**src/rtl/exc_pkg.sv**
```systemverilog
package exc_pkg;
  localparam int NUM_EXC = 7;
  localparam int NUM_BANK = 5;
  localparam int PSR_W = 32;

  typedef enum logic [2:0] {
    EK_RESET = 3'd0,
    EK_DABT  = 3'd1,
    EK_FIQ   = 3'd2,
    EK_IRQ   = 3'd3,
    EK_PABT  = 3'd4,
    EK_UND   = 3'd5,
    EK_SWI   = 3'd6
  } exc_kind_e;

  localparam logic [4:0] MD_USR = 5'b10000;
  localparam logic [4:0] MD_FIQ = 5'b10001;
  localparam logic [4:0] MD_IRQ = 5'b10010;
  localparam logic [4:0] MD_SVC = 5'b10011;
  localparam logic [4:0] MD_ABT = 5'b10111;
  localparam logic [4:0] MD_UND = 5'b11011;
  localparam logic [4:0] MD_SYS = 5'b11111;

  localparam int BIT_T = 5;
  localparam int BIT_F = 6;
  localparam int BIT_I = 7;

  localparam logic [PSR_W-1:0] PSR_RESET = 32'h0000_00D3;

  // Saved-slot index for a mode; bank_ok false for modes without a slot.
  function automatic logic [2:0] bank_idx(input logic [4:0] md);
    case (md)
      MD_FIQ:  bank_idx = 3'd0;
      MD_IRQ:  bank_idx = 3'd1;
      MD_SVC:  bank_idx = 3'd2;
      MD_ABT:  bank_idx = 3'd3;
      MD_UND:  bank_idx = 3'd4;
      default: bank_idx = 3'd7;
    endcase
  endfunction

  function automatic logic bank_ok(input logic [4:0] md);
    bank_ok = (bank_idx(md) != 3'd7);
  endfunction
endpackage

```
**src/rtl/exc_arbiter.sv**
```systemverilog
module exc_arbiter
  import exc_pkg::*;
#(
  parameter int N = NUM_EXC
) (
  input  logic [N-1:0]     req,
  input  logic [PSR_W-1:0] psr_cur,
  output logic             any,
  output exc_kind_e        kind
);
  logic [N-1:0] enabled;

  // Interrupt lines are gated by their disable bits.
  generate
    for (genvar g = 0; g < N; g++) begin : g_mask
      if (g == int'(EK_FIQ)) begin : g_f
        assign enabled[g] = req[g] & ~psr_cur[BIT_F];
      end else if (g == int'(EK_IRQ)) begin : g_i
        assign enabled[g] = req[g] & ~psr_cur[BIT_I];
      end else begin : g_p
        assign enabled[g] = req[g];
      end
    end
  endgenerate

  always_comb begin
    kind = EK_RESET;
    for (int i = N - 1; i >= 0; i--) begin
      if (enabled[i]) kind = exc_kind_e'(i[2:0]);
    end
  end

  assign any = |enabled;
endmodule

```
**src/rtl/exc_entry_calc.sv**
```systemverilog
module exc_entry_calc
  import exc_pkg::*;
#(
  parameter int AW = 32,
  parameter logic [AW-1:0] HI_BASE = 32'hFFFF_0000
) (
  input  exc_kind_e        kind,
  input  logic [PSR_W-1:0] psr_old,
  input  logic [AW-1:0]    cur_pc,
  input  logic [AW-1:0]    next_pc,
  input  logic             hivec,
  output logic [PSR_W-1:0] psr_new,
  output logic [4:0]       mode,
  output logic [AW-1:0]    vector,
  output logic [AW-1:0]    link
);
  localparam int OFF_W = 5;
  logic [OFF_W-1:0] off;
  logic             set_f;

  always_comb begin
    mode  = MD_SVC;
    off   = '0;
    link  = '0;
    set_f = 1'b0;
    case (kind)
      EK_RESET: begin mode = MD_SVC; off = 5'h00; set_f = 1'b1; end
      EK_DABT:  begin mode = MD_ABT; off = 5'h10; link = cur_pc + AW'(8); end
      EK_FIQ:   begin mode = MD_FIQ; off = 5'h1C; link = next_pc + AW'(4); set_f = 1'b1; end
      EK_IRQ:   begin mode = MD_IRQ; off = 5'h18; link = next_pc + AW'(4); end
      EK_PABT:  begin mode = MD_ABT; off = 5'h0C; link = cur_pc + AW'(4); end
      EK_UND:   begin mode = MD_UND; off = 5'h04; link = next_pc; end
      EK_SWI:   begin mode = MD_SVC; off = 5'h08; link = next_pc; end
      default:  begin mode = MD_SVC; off = 5'h00; end
    endcase
  end

  assign vector = (hivec ? HI_BASE : '0) | AW'(off);

  always_comb begin
    psr_new = psr_old;
    psr_new[4:0]   = mode;
    psr_new[BIT_T] = 1'b0;
    psr_new[BIT_I] = 1'b1;
    if (set_f) psr_new[BIT_F] = 1'b1;
  end
endmodule

```
**src/rtl/psr_bank.sv**
```systemverilog
module psr_bank
  import exc_pkg::*;
#(
  parameter int W  = PSR_W,
  parameter int NB = NUM_BANK
) (
  input  logic         clk,
  input  logic         rst_n,
  input  logic         wr_en,
  input  logic [2:0]   wr_idx,
  input  logic [W-1:0] wr_data,
  input  logic [2:0]   rd_idx,
  output logic [W-1:0] rd_data
);
  logic [W-1:0] slot [NB];

  generate
    for (genvar b = 0; b < NB; b++) begin : g_slot
      always_ff @(posedge clk or negedge rst_n) begin
        if (!rst_n) slot[b] <= '0;
        else if (wr_en && wr_idx == 3'(b)) slot[b] <= wr_data;
      end
    end
  endgenerate

  always_comb begin
    rd_data = '0;
    for (int b = 0; b < NB; b++) begin
      if (rd_idx == 3'(b)) rd_data = slot[b];
    end
  end
endmodule

```
**src/rtl/exc_entry_ctrl.sv**
```systemverilog
module exc_entry_ctrl
  import exc_pkg::*;
#(
  parameter int AW = 32,
  parameter logic [AW-1:0] HI_BASE = 32'hFFFF_0000
) (
  input  logic             clk,
  input  logic             rst_n,
  input  logic [6:0]       exc_req,
  input  logic [AW-1:0]    cur_pc,
  input  logic [AW-1:0]    next_pc,
  input  logic             hivec,
  input  logic             ret_stb,
  input  logic             psr_wr,
  input  logic [31:0]      psr_wdata,
  input  logic             ent_ready,
  output logic             ent_valid,
  output logic [2:0]       ent_kind,
  output logic [4:0]       ent_mode,
  output logic [AW-1:0]    ent_vector,
  output logic [AW-1:0]    ent_link,
  output logic [31:0]      ent_saved,
  output logic [31:0]      psr
);
  logic             any;
  exc_kind_e        kind;
  logic [PSR_W-1:0] psr_new;
  logic [4:0]       tgt_mode;
  logic [AW-1:0]    vec;
  logic [AW-1:0]    lnk;
  logic [PSR_W-1:0] saved_rd;
  logic             take;
  logic             ret_ok;
  logic             bank_wr;

  exc_arbiter #(.N(NUM_EXC)) u_arb (
    .req(exc_req), .psr_cur(psr), .any(any), .kind(kind)
  );

  exc_entry_calc #(.AW(AW), .HI_BASE(HI_BASE)) u_calc (
    .kind(kind), .psr_old(psr), .cur_pc(cur_pc), .next_pc(next_pc),
    .hivec(hivec), .psr_new(psr_new), .mode(tgt_mode), .vector(vec), .link(lnk)
  );

  assign take    = any && (!ent_valid || ent_ready);
  assign bank_wr = take && (kind != EK_RESET);
  assign ret_ok  = ret_stb && bank_ok(psr[4:0]);

  psr_bank #(.W(PSR_W), .NB(NUM_BANK)) u_bank (
    .clk(clk), .rst_n(rst_n),
    .wr_en(bank_wr), .wr_idx(bank_idx(tgt_mode)), .wr_data(psr),
    .rd_idx(bank_idx(psr[4:0])), .rd_data(saved_rd)
  );

  always_ff @(posedge clk or negedge rst_n) begin
    if (!rst_n)      psr <= PSR_RESET;
    else if (take)   psr <= psr_new;
    else if (ret_ok) psr <= saved_rd;
    else if (psr_wr) psr <= psr_wdata;
  end

  always_ff @(posedge clk or negedge rst_n) begin
    if (!rst_n) begin
      ent_valid  <= 1'b0;
      ent_kind   <= '0;
      ent_mode   <= '0;
      ent_vector <= '0;
      ent_link   <= '0;
      ent_saved  <= '0;
    end else if (take) begin
      ent_valid  <= 1'b1;
      ent_kind   <= kind;
      ent_mode   <= tgt_mode;
      ent_vector <= vec;
      ent_link   <= lnk;
      ent_saved  <= psr;
    end else if (ent_ready) begin
      ent_valid  <= 1'b0;
    end
  end
endmodule

```
**config.mk**
```make
export PLATFORM = sky130hd
export DESIGN_NAME = exc_entry_ctrl
export DESIGN_NICKNAME = d
export VERILOG_FILES = /design/src/rtl/exc_pkg.sv /design/src/rtl/exc_arbiter.sv /design/src/rtl/exc_entry_calc.sv /design/src/rtl/psr_bank.sv /design/src/rtl/exc_entry_ctrl.sv
export SDC_FILE = /design/constraint.sdc
export NUM_CORES = 1
export LEC_CHECK = 0
export ABC_CLOCK_PERIOD_IN_PS = 4000
export CELL_PAD_IN_SITES_DETAIL_PLACEMENT = 1
export CELL_PAD_IN_SITES_GLOBAL_PLACEMENT = 2
export CORE_UTILIZATION = 41
export CTS_CLUSTER_DIAMETER = 80
export DETAILED_ROUTE_END_ITERATION = 7
export DONT_BUFFER_PORTS = 1
export PLACE_DENSITY_LB_ADDON = 0.1
export SETUP_SLACK_MARGIN = 0.02
export SYNTH_ARGS = -nofsm -noshare
export SYNTH_HDL_FRONTEND = slang
export SYNTH_SLANG_ARGS = --single-unit
```
**constraint.sdc**
```tcl
create_clock -name clk -period 4 [get_ports clk]
set_input_delay 0.8 -clock clk [delete_from_list [all_inputs] [get_ports clk]]
set_output_delay 0.8 -clock clk [all_outputs]
set_load 0.01 [all_outputs]
```
==> results.md <==
* Final std cells w/o fill at 1732
* VDD IR-drop max at 0.388 mV
* Count of state elements after synthesis at 269
* Crit share post-route at 79.4%
* Top FF cell, synth: dfrtp_1
* Dpl hpwl at 27900 um
* Clock Sinks at 269
* Reg2Reg Capture Point: ent_link[21]
* TNS Setup at 0 ns
* Worst setup margin at 0.823 ns
* Crit Path Category: flop to flop
* P per Cell Area at 575 mW/mm^2
* Register area at 0.00674 sq mm
* Num rows at 66
* Worst Path Max Fanout at 51
* Die Wd at around 190 um
* Vias in the first global route at 11100
* Actual slew at the worst max-slew pin at approximately 1.0 ns
* Largest net degree at the start of global routing at 270
* Area leader, netlist: dfrtp_1
* Min Hold Slack at -0.0773 ns
* Mapped Cells at roughly 1300
* # setup viols final at 0
* Period minus WS final at 3.18 ns
* Top cell type's share of synthesized area at a little under half
* Global-route wire length before repair at 67400 um
* Tot GR Track Use at 25.4%
* Mean Syn Cell Area at ~10 sq um
* Slew margin rel. at 32.3%
* Number of remaining DRC errors at 0
* Max-Cap Viols at 0
* Failing checks: hold timing
* Setup crit end kind: flop
* Leak at between 6 and 7 nW
* Max Buffers Root-to-Sink at 3
* Initial Utilization at 42.1%
* Status: complete, but fails checks
* Clk Latency, worst-skew pair at 0.58 ns
* Most frequent cell after synthesis: dfrtp_1
* Chip Height at 186 um
* CTS root buffer: clkbuf_16
* Inst Count DP at 1674
* Clock Skews at 0.0106 ns
* Hold WC Path Type: input port to asynchronous set/reset pin
* Netlist cell types at 63
* H-tree levels at 1
* Diode count at 0
* Post-Route WL at 43400 um
* Initial antenna violation count at 2
* Num CTS Buffers at 31
* Clk slew on worst S/H paths at about 0.060 ns
* Core area at 0.0329 sq mm
* IO Pins at 246
* Pins Over Slew Limit at 0
* Worst setup path end: ent_link[21]
* Detailed-router iteration count before antenna repair at 6
* Worst Path Required at 4.51 ns
* Synth Cell Area at ~0.014 sq mm
* F_max at between 0.3 and 0.4 GHz
* Worst setup startpoint: psr[7]
* Startpoint types: flop
* Share of flip-flops with an asynchronous set or reset at 100%
* TritonCTS clock tree: built
* DRT antenna net count at 0
* Final hold viol count at 87
* Ys Warns at 0
* Multi-input gate area at 0.00648 sq mm
* Gr ovfl total at 0
* Initial DRC Count at approximately 830
* DR WL/cell at about 25 um
* RSZ-0062 raised after global routing: no
* Share of post-route cells with drive strength above 1 at 22.2%
* Area delta synth->final at 9.97%
* Sequential share of the synthesized area at 48.6%
* R2R depth at 7
* CP arrival at 3.69 ns
* Largest cells by area after synthesis: dfrtp_1 48%, mux2_2 14%, nand2_1 5.3%
* Placer Congestion at slightly below 0.9
* Port bufs at 0
* NumNets Final at between 1000 and 1500
* Vias per cell at about 6
* R2R Path Start: psr[7]
* Number of fill cells in the layout at between 3000 and 4000
* Most frequent cells after synthesis: 264 x dfrtp_1, 197 x nand2_1, 168 x mux2_2
* Pre-CTS setup slack at 0.637 ns
* Count of cells resized by post-cts repair at 0
* R2R Setup Slk at 0.82 ns
* Die area at roughly 0.035 sq mm
* Via count at 10600
* EDFF count, synth at 0
## worst min-delay path by stage
stage                            end  slack, ns
floorplan           u_bank.slot[134]       0.45
global placement      ent_vector[30]       0.46
detailed placement  u_bank.slot[134]       0.48
CTS                      ent_link[4]      -0.11
global route          ent_vector[30]      -0.11
finish                   ent_mode[4]      -0.08
## metal layers
metal,part of all wire (%),vias up,wire [um],track usage [%]
met3,7.1,62,3080,5.13
met1,45,5496,19700,35.7
li1,-,4670,-,-
met2,46,363,19800,40.3
met4,1.8,4,794,5.70
met5,0.058,-,25,0
## worst max-delay path, stage by stage (launching register included)
cell and delay, ns:
dfstp_2 0.69, nand2b_1 0.21, nand4_1 0.22, buf_12 0.27, nor4b_1 0.68, nor2_1 0.10
o311ai_0 0.66, a22o_1 0.22
## what timing repair did
item | in CTS | in global routing
endpoints found under the setup margin | 0 | 0
hold endpoints to repair | 264 | 264
buffers inserted | 0 | 0
## state kept, by name, summed over array words and instances, names as in the netlist
register and count:
psr 32, ent_mode 5, ent_saved 32, u_bank.slot 160, ent_link 32, ent_valid 1, ent_vector 4, ent_kind 3
## layout make-up
class,count,share of cell area (%)
flip-flops and latches,269,44.2
multi-input cells,921,42.6
clock buffers,41,5.67
well taps,442,3.63
repair buffers,38,2.28
clock inverters,17,1.51
inverters,4,0.0986
## power by group
group / internal [mW] / switching, mW / leakage (nW)
registers: 3.50 / 0.735 / 3.46
clock network: 1.84 / 1.19 / 0.540
logic: 0.756 / 0.742 / 2.69
## cells by family (layout without fill, tap and decap cells)
logic type,Yosys count,after routing,synth area share [%]
AOI/OAI and AO/OA,280,280,14.5
muxes,187,187,15.0
buffers and inverters,146,100,5.59
DFF,269,269,48.6
adders and majority gates,2,2,0.181
xor gates and xnor gates,49,49,3.10
and+or+nand+nor,390,390,13.0
other,1,13,0.0271
## cell usage in the layout, fill, tap and decap left out, types with 9 or more instances in the layout
cell type,synthesis,routed
clkinv_2,0,9
xor2_1,24,24
clkbuf_16,0,31
o221ai_1,13,13
buf_4,58,33
nor2_1,44,43
mux2_2,168,168
xnor2_1,25,25
nand3_1,46,46
o211ai_1,11,11
o21ai_0,81,81
nand2_1,197,196
a222oi_1,35,35
a31oi_1,13,13
conb_1,1,13
a22oi_1,48,48
a21oi_1,21,17
dfrtp_1,264,264
nand4_1,16,16
mux2i_1,18,18
nor3_1,19,17
nor2b_1,9,9
and3_1,18,18
## through the flow
stage / hold WS (ns) / utilization (%) / area, sq um / total power [mW]
after global placement: 0.461 / 43.0 / 14100 / 5.69
after floorplan: 0.454 / - / 13900 / 5.34
after global routing: -0.113 / 46.3 / 15200 / 9.24
after CTS: -0.111 / 46.3 / 15200 / 8.86
after detailed placement: 0.483 / 43.0 / 14100 / 5.79
final: -0.0773 / 46.3 / 15200 / 8.76
Note: power is estimated with default switching activity, not from simulation.
